<file path="src/rtl/sdo_pkg.sv">
package sdo_pkg;
  typedef enum logic {
    FMT_MSBJ = 1'b0,
    FMT_I2S  = 1'b1
  } fmt_e;

  // Frame-clock level that marks the left channel in each format
  function automatic logic left_level(input fmt_e f);
    return (f == FMT_MSBJ);
  endfunction
endpackage

</file>
<file path="src/rtl/sdo_sync.sv">
module sdo_sync #(
  parameter int W      = 1,
  parameter int STAGES = 2
) (
  input  logic         clk,
  input  logic         rst,
  input  logic [W-1:0] din,
  output logic [W-1:0] dout
);
  logic [W-1:0] stg [STAGES];

  generate
    for (genvar i = 0; i < STAGES; i++) begin : g_stage
      if (i == 0) begin : g_first
        always_ff @(posedge clk) begin
          if (rst) stg[0] <= '0;
          else     stg[0] <= din;
        end
      end else begin : g_next
        always_ff @(posedge clk) begin
          if (rst) stg[i] <= '0;
          else     stg[i] <= stg[i-1];
        end
      end
    end
  endgenerate

  assign dout = stg[STAGES-1];
endmodule

</file>
<file path="src/rtl/sdo_clk_track.sv">
module sdo_clk_track #(
  parameter int SYNC_STAGES = 2
) (
  input  logic clk,
  input  logic rst,
  input  logic bclk_in,
  input  logic lrck_in,
  input  logic power_up,
  output logic bclk_fall,
  output logic lrck_lvl,
  output logic lrck_rise,
  output logic pd_ok
);
  logic [2:0] raw, synced;
  logic       bclk_d, lrck_d;

  assign raw = {power_up, lrck_in, bclk_in};

  sdo_sync #(.W(3), .STAGES(SYNC_STAGES)) i_sync (
    .clk (clk),
    .rst (rst),
    .din (raw),
    .dout(synced)
  );

  always_ff @(posedge clk) begin
    if (rst) begin
      bclk_d <= 1'b0;
      lrck_d <= 1'b0;
    end else begin
      bclk_d <= synced[0];
      lrck_d <= synced[1];
    end
  end

  assign bclk_fall = bclk_d & ~synced[0];
  assign lrck_lvl  = synced[1];
  assign lrck_rise = ~lrck_d & synced[1];
  assign pd_ok     = synced[2];
endmodule

</file>
<file path="src/rtl/sdo_init_mute.sv">
module sdo_init_mute #(
  parameter int INIT_FRAMES = 4128
) (
  input  logic clk,
  input  logic rst,
  input  logic pd_ok,
  input  logic lrck_rise,
  output logic live
);
  localparam int CW = $clog2(INIT_FRAMES + 1);
  localparam logic [CW-1:0] LIMIT = CW'(INIT_FRAMES);

  logic [CW-1:0] cnt;

  always_ff @(posedge clk) begin
    if (rst || !pd_ok)                    cnt <= '0;
    else if (lrck_rise && (cnt != LIMIT)) cnt <= cnt + 1'b1;
  end

  // Count seen before the current cycle's edge decides the period
  assign live = (cnt == LIMIT);
endmodule

</file>
<file path="src/rtl/sdo_shifter.sv">
module sdo_shifter
  import sdo_pkg::*;
#(
  parameter int WORD_W = 16
) (
  input  logic              clk,
  input  logic              rst,
  input  logic              pd_ok,
  input  logic              bclk_fall,
  input  logic              lrck_lvl,
  input  logic              fmt_i2s,
  input  logic              live,
  input  logic [WORD_W-1:0] word_l,
  input  logic [WORD_W-1:0] word_r,
  output logic              chan_start,
  output logic              is_left,
  output logic              sdata
);
  fmt_e              fmt;
  logic              lrck_prev;
  logic [WORD_W-1:0] sh, wsel;
  logic              sd_q;

  assign fmt        = fmt_e'(fmt_i2s);
  assign chan_start = bclk_fall && (lrck_lvl != lrck_prev);
  assign is_left    = (lrck_lvl == left_level(fmt));
  assign wsel       = !live ? '0 : (is_left ? word_l : word_r);

  always_ff @(posedge clk) begin
    if (rst) begin
      lrck_prev <= 1'b0;
      sh        <= '0;
      sd_q      <= 1'b0;
    end else begin
      if (bclk_fall) lrck_prev <= lrck_lvl;
      if (!pd_ok) begin
        sh   <= '0;
        sd_q <= 1'b0;
      end else if (bclk_fall) begin
        if (chan_start) begin
          if (fmt == FMT_I2S) begin
            // spill previous LSB, hold full new word for next slots
            sd_q <= sh[WORD_W-1];
            sh   <= wsel;
          end else begin
            sd_q <= wsel[WORD_W-1];
            sh   <= {wsel[WORD_W-2:0], 1'b0};
          end
        end else begin
          sd_q <= sh[WORD_W-1];
          sh   <= {sh[WORD_W-2:0], 1'b0};
        end
      end
    end
  end

  assign sdata = sd_q;
endmodule

</file>
<file path="src/rtl/sdo_serial_tx.sv">
module sdo_serial_tx #(
  parameter int WORD_W      = 16,
  parameter int INIT_FRAMES = 4128,
  parameter int SYNC_STAGES = 2
) (
  input  logic              clk,
  input  logic              rst,
  input  logic              bclk_in,
  input  logic              lrck_in,
  input  logic              fmt_i2s,
  input  logic              power_up,
  input  logic [WORD_W-1:0] word_left,
  input  logic [WORD_W-1:0] word_right,
  input  logic              word_load,
  output logic              sdata
);
  logic              bclk_fall, lrck_lvl, lrck_rise, pd_ok, live;
  logic              chan_start, is_left, frame_start;
  logic [WORD_W-1:0] pend_l, pend_r, act_r;

  sdo_clk_track #(.SYNC_STAGES(SYNC_STAGES)) i_track (
    .clk      (clk),
    .rst      (rst),
    .bclk_in  (bclk_in),
    .lrck_in  (lrck_in),
    .power_up (power_up),
    .bclk_fall(bclk_fall),
    .lrck_lvl (lrck_lvl),
    .lrck_rise(lrck_rise),
    .pd_ok    (pd_ok)
  );

  sdo_init_mute #(.INIT_FRAMES(INIT_FRAMES)) i_mute (
    .clk      (clk),
    .rst      (rst),
    .pd_ok    (pd_ok),
    .lrck_rise(lrck_rise),
    .live     (live)
  );

  // Pending pair written by the strobe; right word committed per frame
  always_ff @(posedge clk) begin
    if (rst) begin
      pend_l <= '0;
      pend_r <= '0;
      act_r  <= '0;
    end else begin
      if (word_load) begin
        pend_l <= word_left;
        pend_r <= word_right;
      end
      if (frame_start) act_r <= pend_r;
    end
  end

  assign frame_start = chan_start && is_left;

  sdo_shifter #(.WORD_W(WORD_W)) i_shift (
    .clk       (clk),
    .rst       (rst),
    .pd_ok     (pd_ok),
    .bclk_fall (bclk_fall),
    .lrck_lvl  (lrck_lvl),
    .fmt_i2s   (fmt_i2s),
    .live      (live),
    .word_l    (pend_l),
    .word_r    (act_r),
    .chan_start(chan_start),
    .is_left   (is_left),
    .sdata     (sdata)
  );
endmodule

</file>
<file path="config.mk">
export PLATFORM = sky130hd
export DESIGN_NAME = sdo_serial_tx
export DESIGN_NICKNAME = d
export VERILOG_FILES = /design/src/rtl/sdo_pkg.sv /design/src/rtl/sdo_sync.sv /design/src/rtl/sdo_clk_track.sv /design/src/rtl/sdo_init_mute.sv /design/src/rtl/sdo_shifter.sv /design/src/rtl/sdo_serial_tx.sv
export SDC_FILE = /design/constraint.sdc
export NUM_CORES = 1
export LEC_CHECK = 0
export BUFFER_PORTS_ARGS = -buffer_cell sky130_fd_sc_hd__buf_2
export CAP_MARGIN = 25
export CORE_MARGIN = 2
export CORE_UTILIZATION = 35
export CTS_CLUSTER_SIZE = 10
export DETAILED_ROUTE_END_ITERATION = 16
export MAX_ROUTING_LAYER = met4
export PLACE_DENSITY = 0.55
export SLEW_MARGIN = 20
export SYNTH_ARGS = -nofsm -noshare
export SYNTH_HDL_FRONTEND = slang
export SYNTH_SLANG_ARGS = --single-unit
</file>
<file path="constraint.sdc">
create_clock -name clk -period 4.71 [get_ports clk]
set_input_delay 0.7065 -clock clk [delete_from_list [all_inputs] [get_ports clk]]
set_output_delay 0.7065 -clock clk [all_outputs]
set_load 0.03 [all_outputs]
</file>
==> flow_summary.yaml <==
worst_hold_path:
  min_from: "i_track.i_sync.stg[0][2]$_SDFF_PP0_"
  hp-class: "flip-flop to flip-flop"
  whs_endpoint: "i_track.i_sync.stg[1][2]$_SDFF_PP0_"
  hold_depth: 1
drt:
  detail-route-antenna-nets: 0
  wl_um: 7870
  post_drt_wl_per_cell_um: 14.1
  drt-pass1-iter-count: 6
  viasPerCell: 5.14
  drc: 0
  num_vias: 2868
  drt-initial-drc-count: 170
final_layout:
  final_area_um2: 4340
  multi_input_area_um2: 1980
  diodes: 0
  nFillCells: 1088
  drive_gt1_share_pct: 20.8
  seq_area_um2: 1740
  syn2layout_area_growth_pct: 12.4
  instances_no_fill: 558
  final_nets: 454
synthesis:
  yosys_warnings: 0
  synth_top_area_cell: "dfxtp_1"
  syn_nets: 429
  ys_seq_area_share_pct: 45.2
  synth_cell_types: 48
  synth_top_area_share_pct: 45.2
  synth_top_family_by_area: "simple AND/OR/NAND/NOR gates"
  netlist_instances: 388
  synth_area_per_cell_um2: 9.94
  synth_compound_area_share_pct: 11.0
  synth.area.top_cells: "dfxtp_1 45%, mux2i_1 13%, nor2_1 7.2%"
  ys_ff_latch: 87
  synth_area_um2: 3860
  muxShareOfSynthArea_pct: 18.2
  synth_fa_ha_area_share_pct: 0.649
  synth_xor_area_share_pct: 2.89
  synthSimpleGateAreaFrac_pct: 18.3
placement:
  placed_area_um2: 4120
  dp_cells: 541
  portBuffers: 39
  place_congestion: 0.764
  dp_hpwl_um: 5180
clock_network:
  cts_setup_buffers: 0
  cts_buffer_depth: 2
  clock_sinks: 87
  cts_inserted_buffers: 9
  cts_tree: "built"
  clock_latency_ps: 360
  root_buffer: "clkbuf_8"
  path_clk_slew_ps: 80
  cts_resized: 0
  cts_hold_buf: 0
  cts_max_level: 3
setup_path:
  reg2reg_from: "i_track.i_sync.stg[1][1]$_SDFF_PP0_"
  worstPathArrival_ps: 2790
  cp_max_fo: 17
  crit_family: "simple AND/OR/NAND/NOR gates"
  cp.required_ps: 4990
  end_kind: "flip-flop"
  worstPathCellList: "xor2_2 > nor3b_4 > nand3_1 > a211oi_2"
  regToRegSetupSlack_ps: 2200
  cp_num_buf_inv: 0
  rr_endpoint: "i_shift.sdata$_SDFFE_PP0P_"
  crit_path_max_incr_delay_ps: 750
  worst_path_max_delay_cell: "nor3b_4"
  reg2regPathDepth: 4
  crit_type: "flip-flop to flip-flop"
  startpoint_type: "flip-flop"
timing:
  hold_viol: 0
  finalMaxSlewViolations: 0
  setup_viol: 0
  maxSlewHeadroom_pct: 37.4
  whs_ps: 443
  fin_tns_setup_ps: 0
  grt_setup_unrepaired: "false"
  min_period_ps: 2510
  clock.fmax_mhz: 398
  worst_pin_slew_ps: 940
  period_share_pct: 53.3
  skew_ps: 14.9
die:
  die_y_um: 109
  die-width_um: 109
  initial_utilization_pct: 35.7
  core_um2: 10800
  ios: 40
  rows: 38
  dieArea_um2: 11900
global_route:
  grt_overflow_total: 0
  grt_pass1_vias: 2783
  grt_max_degree: 59
  gr-usage-all-layers_pct: 14.7
  antenna_found_initial: 0
  grt_pass1_wl_um: 13200
power:
  ir_worst_vdd_mv: 0.127
  power.density_nw_per_um2: 316
  power_leakage_nw: 1.75
flow_run:
  drv_cap: 0
run_status:
  outcome: "complete, no violations"
how the worst max path moves through the flow:
stage | startpoint | to | slack (ps) | cells after the start
6_report | i_track.i_sync.stg[1][1]$_SDFF_PP0_ | i_shift.sdata$_SDFFE_PP0P_ | 2200 | 4
3_5_place_dp | rst | i_shift.sh[10]$_SDFFE_PP0P_ | 1540 | 5
5_1_grt | i_track.i_sync.stg[1][1]$_SDFF_PP0_ | i_shift.sdata$_SDFFE_PP0P_ | 1960 | 4
2_1_floorplan | fmt_i2s | i_shift.sh[14]$_SDFFE_PP0P_ | 2740 | 5
4_1_cts | rst | i_shift.sh[10]$_SDFFE_PP0P_ | 1930 | 5
3_3_place_gp | rst | i_shift.sh[3]$_SDFFE_PP0P_ | 1610 | 5
Yosys cell counts (all sizes together):
cell / instances
dfxtp: 87
nor2: 74
mux2i: 49
nor3b: 18
a211oi: 16
mux2: 16
a221oi: 15
o22ai: 15
buf: 14
clkbuf: 14
nor2b: 10
nand2: 7
xor2: 7
nand3: 6
a21oi: 5
o21ai: 4
xnor2: 4
inv: 3
or3: 3
and3: 2
ha: 2
nor3: 2
and3b: 1
and4: 1
and4b: 1
nand2b: 1
nand3b: 1
nand4: 1
nor4: 1
o21a: 1
o311ai: 1
o31a: 1
or2: 1
or2b: 1
or4: 1
or4b: 1
or4bb: 1
sequential cells by signal, summed over array words and instances (netlist names), 6 cells and up:
name,flops
i_mute.cnt,13
act_r,16
pend_r,16
i_track.i_sync.stg,6
pend_l,16
i_shift.sh,16
layout by cell type (no fill, tap or decap), types with 2 or more instances in the layout:
cell	instances
mux2_2	8
ha_1	2
mux2i_1	49
nor2_1	74
dfxtp_1	87
a221oi_1	15
buf_2	39
nor2b_1	9
clkinv_4	2
xnor2_1	3
nor3b_1	17
mux2_4	8
nor3_1	2
nand2_1	7
or3_1	3
inv_6	2
clkbuf_8	11
inv_1	3
a211oi_1	15
o21ai_0	3
nand3_1	6
a21oi_1	5
xor2_1	6
o22ai_1	15
cells by family after synthesis:
family / Yosys count
xor gates and xnor gates: 11
and+or+nand+nor: 134
adders and majority gates: 2
DFF: 87
AOI/OAI and AO/OA: 58
buffers and inverters: 31
muxes: 65
per-stage QoR:
stage / worst slack, ps / utilization [%] / total power, mW
2_1_floorplan: 2740 / - / 0.854
3_3_place_gp: 1610 / 38.0 / 0.884
3_5_place_dp: 1540 / 38.2 / 0.887
4_1_cts: 1930 / 40.0 / 1.39
5_1_grt: 1960 / 40.2 / 1.43
6_report: 2200 / 40.2 / 1.37
final cells by class:
class	count	area share [%]
multi-input cells	270	45.7
flip-flops and latches	87	40.2
inverters	3	0.260
clock buffers	11	3.49
clock inverters	5	0.924
repair buffers	42	5.40
well taps	140	4.04
layer usage:
layer	vias up	track usage (%)	wire length [um]
li1	1444	-	-
met1	1380	18.0	3810
met2	38	23.1	3720
met3	6	3.11	236
met4	0	6.59	100
met5	-	-	0
where the power goes:
part / internal [mW] / leakage, nW / switching [mW]
clock: 0.225 / 0.100 / 0.274
combinational: 0.0510 / 0.939 / 0.0512
sequential: 0.754 / 0.709 / 0.0131
Note: power is estimated with default switching activity, not from simulation.
